<file path="config.mk">
export PLATFORM = sky130hd
export DESIGN_NAME = dual_lane_bfly_stage
export DESIGN_NICKNAME = d
export VERILOG_FILES = /design/src/rtl/bfly_pkg.sv /design/src/rtl/bfly_sync_line.sv /design/src/rtl/bfly_in_stage.sv /design/src/rtl/bfly_lane_addsub.sv /design/src/rtl/dual_lane_bfly_stage.sv
export SDC_FILE = /design/constraint.sdc
export NUM_CORES = 1
export LEC_CHECK = 0
export ABC_AREA = 1
export BUFFER_PORTS_ARGS = -buffer_cell sky130_fd_sc_hd__buf_4
export CORE_MARGIN = 2
export CORE_UTILIZATION = 44
export CTS_BUF_LIST = sky130_fd_sc_hd__clkbuf_4
export CTS_CLUSTER_DIAMETER = 40
export DETAILED_ROUTE_END_ITERATION = 6
export PLACE_DENSITY_LB_ADDON = 0.08
export SETUP_SLACK_MARGIN = 0.5
export SYNTH_ARGS = -nofsm -noshare
export SYNTH_HDL_FRONTEND = slang
export SYNTH_HIERARCHICAL = 1
export SYNTH_SLANG_ARGS = --single-unit
</file>
<file path="constraint.sdc">
create_clock -name clk -period 5.2 [get_ports clk]
set_clock_uncertainty 0.05 [all_clocks]
set_input_delay 1.04 -clock clk [delete_from_list [all_inputs] [get_ports clk]]
set_output_delay 1.04 -clock clk [all_outputs]
set_load 0.02 [all_outputs]
</file>
<file path="src/rtl/bfly_pkg.sv">
package bfly_pkg;
   parameter int unsigned BFLY_DEF_W = 16;

   // latency in enabled cycles: optional input register + output register
   function automatic int unsigned bfly_latency(input bit reg_in);
      return reg_in ? 2 : 1;
   endfunction
endpackage

</file>
<file path="src/rtl/bfly_sync_line.sv">
module bfly_sync_line #(
   parameter int unsigned DEPTH = 2
) (
   input  logic clk,
   input  logic rst,
   input  logic ce,
   input  logic d,
   output logic q
);
   logic [DEPTH-1:0] line_q;

   generate
      if (DEPTH == 1) begin : g_one
         always_ff @(posedge clk) begin
            if (rst)     line_q <= '0;
            else if (ce) line_q <= d;
         end
      end else begin : g_many
         always_ff @(posedge clk) begin
            if (rst)     line_q <= '0;
            else if (ce) line_q <= {line_q[DEPTH-2:0], d};
         end
      end
   endgenerate

   assign q = line_q[DEPTH-1];
endmodule

</file>
<file path="src/rtl/bfly_in_stage.sv">
module bfly_in_stage #(
   parameter int unsigned W   = 32,
   parameter bit          REG = 1'b1
) (
   input  logic         clk,
   input  logic         rst,
   input  logic         ce,
   input  logic [W-1:0] d,
   output logic [W-1:0] q
);
   generate
      if (REG) begin : g_reg
         logic [W-1:0] q_r;
         always_ff @(posedge clk) begin
            if (rst)     q_r <= '0;
            else if (ce) q_r <= d;
         end
         assign q = q_r;
      end else begin : g_pass
         logic unused_ok;
         assign unused_ok = clk ^ rst ^ ce;
         assign q = d;
      end
   endgenerate
endmodule

</file>
<file path="src/rtl/bfly_lane_addsub.sv">
module bfly_lane_addsub #(
   parameter int unsigned IW = 16,
   localparam int unsigned OW = IW + 1
) (
   input  logic [2*IW-1:0] a,
   input  logic [2*IW-1:0] b,
   output logic [2*OW-1:0] sum,
   output logic [2*OW-1:0] dif
);
   logic signed [OW-1:0] a_re, a_im, b_re, b_im;

   always_comb begin
      a_re = {a[2*IW-1], a[2*IW-1:IW]};
      a_im = {a[IW-1],   a[IW-1:0]};
      b_re = {b[2*IW-1], b[2*IW-1:IW]};
      b_im = {b[IW-1],   b[IW-1:0]};
      sum  = {a_re + b_re, a_im + b_im};
      dif  = {a_re - b_re, a_im - b_im};
   end
endmodule

</file>
<file path="src/rtl/dual_lane_bfly_stage.sv">
module dual_lane_bfly_stage #(
   parameter int unsigned IN_W   = bfly_pkg::BFLY_DEF_W,
   parameter bit          REG_IN = 1'b1,
   localparam int unsigned OUT_W = IN_W + 1,
   localparam int unsigned LAT   = bfly_pkg::bfly_latency(REG_IN)
) (
   input  logic              clk,
   input  logic              rst,
   input  logic              ce,
   input  logic              in_sync,
   input  logic [2*IN_W-1:0] in_a,
   input  logic [2*IN_W-1:0] in_b,
   output logic [2*OUT_W-1:0] out_sum,
   output logic [2*OUT_W-1:0] out_dif,
   output logic              out_sync
);
   generate
      if (IN_W < 2) begin : g_bad_w
         $error("IN_W must be at least 2");
      end
      if (LAT > 20) begin : g_bad_lat
         $error("latency exceeds the marker window");
      end
   endgenerate

   logic [2*IN_W-1:0]  a_s, b_s;
   logic [2*OUT_W-1:0] sum_c, dif_c;
   logic [2*OUT_W-1:0] sum_q, dif_q;

   bfly_in_stage #(.W(2*IN_W), .REG(REG_IN)) u_in_a (
      .clk(clk), .rst(rst), .ce(ce), .d(in_a), .q(a_s));
   bfly_in_stage #(.W(2*IN_W), .REG(REG_IN)) u_in_b (
      .clk(clk), .rst(rst), .ce(ce), .d(in_b), .q(b_s));

   bfly_lane_addsub #(.IW(IN_W)) u_math (
      .a(a_s), .b(b_s), .sum(sum_c), .dif(dif_c));

   always_ff @(posedge clk) begin
      if (rst) begin
         sum_q <= '0;
         dif_q <= '0;
      end else if (ce) begin
         sum_q <= sum_c;
         dif_q <= dif_c;
      end
   end

   bfly_sync_line #(.DEPTH(LAT)) u_sync (
      .clk(clk), .rst(rst), .ce(ce), .d(in_sync), .q(out_sync));

   assign out_sum = sum_q;
   assign out_dif = dif_q;
endmodule

</file>
# Word level (Yosys, flattened, before mapping)
# Index checks and enable logic that the tools add are counted.
[word_totals]
ff_bits = 134
inputBits = 68
out_inout_bits = 69
wordCells = 9
[op_classes]
add_sub_neg = 4
[ops]
columns = ["op", "count"]
rows = [
  ["$add 16x16->17", 2],
  ["$sub 16x16->17", 2],
]

# Logic depth before layout (Yosys ltp)
[depth]
ltp_word = 1
mapped_depth = 17
depth_no_buf = 16

# Cells and area by module
# The synthesis kept the hierarchy.
[by_module_without_submodules]
columns = ["mod", "n_inst", "cells_per_inst", "area_each_um2"]
rows = [
  ["bfly_lane_addsub", 1, 814, 4124.0],
  ["dual_lane_bfly_stage", 1, 431, 2782.7],
  ["bfly_in_stage", 2, 203, 1338.8],
  ["bfly_sync_line", 1, 13, 83.8],
]

# Least setup slack after synthesis
# OpenSTA, ideal clock, no wires.
[synth_timing]
path_kind = "reg2reg"
start = "reg u_in_a.g_reg.q_r[0], in the netlist u_in_a/q[0]"
end = "reg dif_q[14], in the netlist out_dif[14]"
setup_ns = 0.064
arrival_time_ns = 1.762
slack_ns = 3.324
stages_incl_launch_ff = 17
path_cell_list = "dfxtp_1 -> inv_1 -> ha_1 -> fa_1 -> inv_1 -> nand2_1 -> nand2_1 -> nand2_1 -> o21bai_2 -> nand2_1 -> nand2_1 -> nand2_1 -> nand2_1 -> inv_1 -> nand2_1 -> nand2_1 -> nor2_1"
[synth_via]
elab_chain_cells = 1
[synth_rtl]
columns = ["element", "line_no", "source"]
rows = [
  ["start: declaration", "bfly_in_stage.sv:13", "logic [W-1:0] q_r;"],
  ["start signal: assignment", "bfly_in_stage.sv:15", "if (rst) q_r <= '0;"],
  ["start signal: assignment", "bfly_in_stage.sv:16", "else if (ce) q_r <= d;"],
  ["$sub 16x16->17", "bfly_lane_addsub.sv:18", "dif = {a_re - b_re, a_im - b_im};"],
  ["named net dif_c[14]", "dual_lane_bfly_stage.sv:27", "logic [2*OUT_W-1:0] sum_c, dif_c;"],
  ["end signal: assignment", "dual_lane_bfly_stage.sv:44", "dif_q <= dif_c;"],
  ["end: declaration", "dual_lane_bfly_stage.sv:28", "logic [2*OUT_W-1:0] sum_q, dif_q;"],
]
# The timed path passes the listed nets, and every way through them passes these cells.
# A chain may end at the register's enable or synchronous reset.

# Worst setup path after layout
[layout_timing]
start = "reg u_in_a.g_reg.q_r[16], in the netlist u_in_a/q[16]"
end = "reg dif_q[29], in the netlist out_dif[29]"
# Same word-level chain as after synthesis.

==> impl_metrics.csv <==
group,metric,value,unit
synth,ys_seq_area_share,27.7,%
global_routing,grt_max_degree,115,
clocking,clockBufferDepth,2,
cells_and_area,layout-drive-gt1-share,12.4,%
synth,synth_edf_count,0,
clocking,postCtsHoldBufs,0,
min_path,min_from,"out_sum[13]",
global_routing,grt_first_pass_wirelength,40.9,mm
clocking,cts_tree,"built",
floorplan,die_h,152,um
routing,antenna_left,0,
power,vdd_drop_max,0.117,mV
place,dp.cells,2018,
clocking,h-tree-depth,4,
clocking,cts_sinks,134,
power,p_comb_share,34.8,%
power,power.leakage,6.71,nW
power,swShare,38.4,%
worst_setup_path,path_max_fanout,3,
power,power.internal,1.81,mW
routing,wirelength,24.9,mm
timing,period_needed,2.29,ns
synth,synthTopCellsByCount,"nand2_1, nor2_1, inv_1, dfxtp_1, ha_1",
routing,first_iter_violations,583,
clocking,path_clk_slew,0.12,ns
min_path,min_to,"out_sum[13]",
routing,via_count,8901,
run_status,outcome,"finished clean",
synth,async_flop_share,0,%
worst_setup_path,critPathArrivalTime,2.70,ns
worst_setup_path,crit_top_cell,"nand2_1",
timing,hold_viol,0,
worst_setup_path,crit_chain,"inv_1, ha_1, fa_1, inv_1, nand3_1, nand3_1, nand2_1, nand2_1, nand2_1, nand2_1, nand2_1, nand2_1, inv_1, nand2_1, nand2_1, nor2_1",
routing,firstDrtPassIters,5,
min_path,whs_path_depth,2,
timing,grt_setup_unrepaired,"false",
synth,ys_seq_elements,134,
power,p_sw,1.13,mW
floorplan,die_x,152,um
worst_setup_path,reg2reg_slack,2.91,ns
synth,yosys_warnings,6,
synth,yosysTopAreaCellShare,27.7,%
synth,avgSynthCellArea,5.81,sq um
synth,synth_area,0.00967,sq mm
worst_setup_path,start_kind,"flop",
cells_and_area,fillers,2427,
clocking,cts_buffers,17,
worst_setup_path,crit_path_end_kind,"flop",
place,gp_congestion,0.934,
worst_setup_path,reg2reg_depth,16,
worst_setup_path,slowest_stage,"fa_1",
synth,ys_top_cells_by_area,"dfxtp_1, nand2_1, nor2_1",
clocking,post_cts_buffers,0,
floorplan,rows,54,
clocking,cts_root_buffer,"clkbuf_4",
worst_setup_path,path_delay_family,"simple AND/OR/NAND/NOR gates",
global_routing,grt_overflow,0,
routing,drc,0,
routing,route.detailed.vias_per_inst,4.34,
synth,synth-main-ff-cell,"dfxtp_1",
clocking,clk_latency,0.52,ns
cells_and_area,area_growth,12.4,%
clocking,cts.repair.resized,0,
worst_setup_path,r2r_end,"out_dif[29]",
global_routing,antenna_found_initial,1,
timing,worst_pin_slew,1.18,ns
global_routing,top_usage_layer,"met1",
synth,syn-num-nets,1800,
global_routing,gr-usage-met1,36.7,%
place,io_buffers,136,
floorplan,io_pins,137,
cells_and_area,nNetsFinal,1893,
worst_setup_path,required,5.61,ns
place,place_area,0.0106,sq mm
global_routing,grt_usage,21.5,%
global_routing,grt_pass1_vias,7975,
worst_setup_path,crit_type,"reg -> reg",
power,p_clk_share,25.0,%
power,power.density,270,mW/mm^2
timing,setup_viol,0,
synth,synth.distinct_cells,24,
floorplan,dieArea,0.0232,sq mm
timing,relSlewSlack,21.1,%
min_path,holdCritPathClass,"reg -> reg",
cells_and_area,layout.cells.non_filler,2050,
global_routing,grt_use_met3,3.36,%
timing,final_max_slew_viol_count,0,
global_routing,grtUsageMet2,26.9,%
cells_and_area,stdcell_area,0.0109,sq mm
synth,syn_inst,1664,
power,p_seq_share,40.2,%
timing,fmax,438,MHz
synth,synth_top_area_cell,"dfxtp_1",
floorplan,core,0.0217,sq mm
timing,setup_tns,0,ns
floorplan,start_util,44.6,%
timing,min_period_over_period,44.0,%
place,dpl.hpwl,19.2,mm
routing,wl_per_cell,12.1,um
job,drv_cap,0,
synth,post-synth-top-count-cell,"nand2_1",
worst_setup_path,timing.critical_path.buf_inv,3,
worst_setup_path,max_stage_delay,0.42,ns
worst_setup_path,r2r-start,"u_in_a/q[16]",
[cells in the final DEF, fill, tap and decap left out]
master / instances
a21oi_1: 28
a21oi_2: 4
a21oi_4: 1
and2_1: 7
buf_12: 1
buf_4: 137
buf_6: 1
bufinv_16: 3
clkbuf_4: 17
clkinv_1: 3
clkinv_2: 3
clkinv_4: 1
clkinvlp_4: 4
dfxtp_1: 134
diode_2: 1
fa_1: 4
ha_1: 64
inv_1: 300
inv_2: 33
inv_6: 1
nand2_1: 598
nand2_2: 8
nand3_1: 54
nand4_1: 8
nor2_1: 313
nor2_2: 5
nor3_1: 8
o21bai_2: 1
xnor2_1: 5
xor2_1: 23
[per-layer routing]
layer / routed length (um) / up-vias
li1: - / 4965
met1: 14500 / 3688
met2: 8620 / 235
met3: 1540 / 13
met4: 214 / 0
met5: 0 / -
[cell type report]
type                    instances  area (sq um)  share of cell area (%)
inverters                     334          1250                    11.5
well taps                     280           350                    3.22
multi-input cells            1131          5230                    48.1
clock inverters                14           160                    1.47
repair buffers                139          1060                    9.75
flip-flops and latches        134          2680                    24.7
clock buffers                  17           128                    1.17
diodes                          1          2.50                  0.0230
[worst max-delay path by stage]
stage / from / to / slack (ns) / cells past startpoint
CTS: u_in_a/q[16] / out_dif[29] / 2.92 / 16
global route: u_in_a/q[16] / out_dif[29] / 2.69 / 16
floorplan: u_in_a/q[0] / out_dif[14] / 3.32 / 16
global placement: ce / out_dif[6] / 2.62 / 5
finish: u_in_a/q[16] / out_dif[29] / 2.91 / 16
detailed placement: ce / out_dif[13] / 2.62 / 5
[worst min-delay path, stage by stage, from the launching register on]
cell and delay, ns:
dfxtp_1 0.33, nor2_1 0.08, nor2_1 0.05
[registers in the layout, summed over array words and instances (netlist names)]
signal,count
u_in_b/q,32
out_sum,34
out_dif,34
u_sync/line_q,2
u_in_a/q,32
[metrics by stage]
stage	hold WS, ns	util (%)	total power, mW	worst slack, ns
after floorplan	0.402	-	1.93	3.32
after global placement	0.407	48.8	2.21	2.62
after detailed placement	0.414	48.8	2.22	2.62
after CTS	0.433	50.1	2.97	2.92
after global routing	0.453	50.1	3.16	2.69
final	0.432	50.1	2.94	2.91
[power groups by stage]
stage	Sequential, mW	Clock [mW]	Combinational, mW
6_report	1.18	0.733	1.02
5_1_grt	1.20	0.804	1.16
4_1_cts	1.18	0.766	1.02
3_5_place_dp	1.20	0	1.02
3_3_place_gp	1.20	0	1.01
2_1_floorplan	1.25	0	0.671
[logic make-up (layout without fill, tap and decap cells)]
kind of cell / count (synthesis) / after routing / synth area share (%)
simple gates: 1001 / 1001 / 40.4
buf+inv: 399 / 504 / 18.1
flops: 134 / 134 / 27.7
fa+ha+maj: 68 / 68 / 9.11
compound gates: 34 / 34 / 2.10
xor+xnor: 28 / 28 / 2.54
other cells: 0 / 1 / 0
Power figures use the tool's default switching activity.
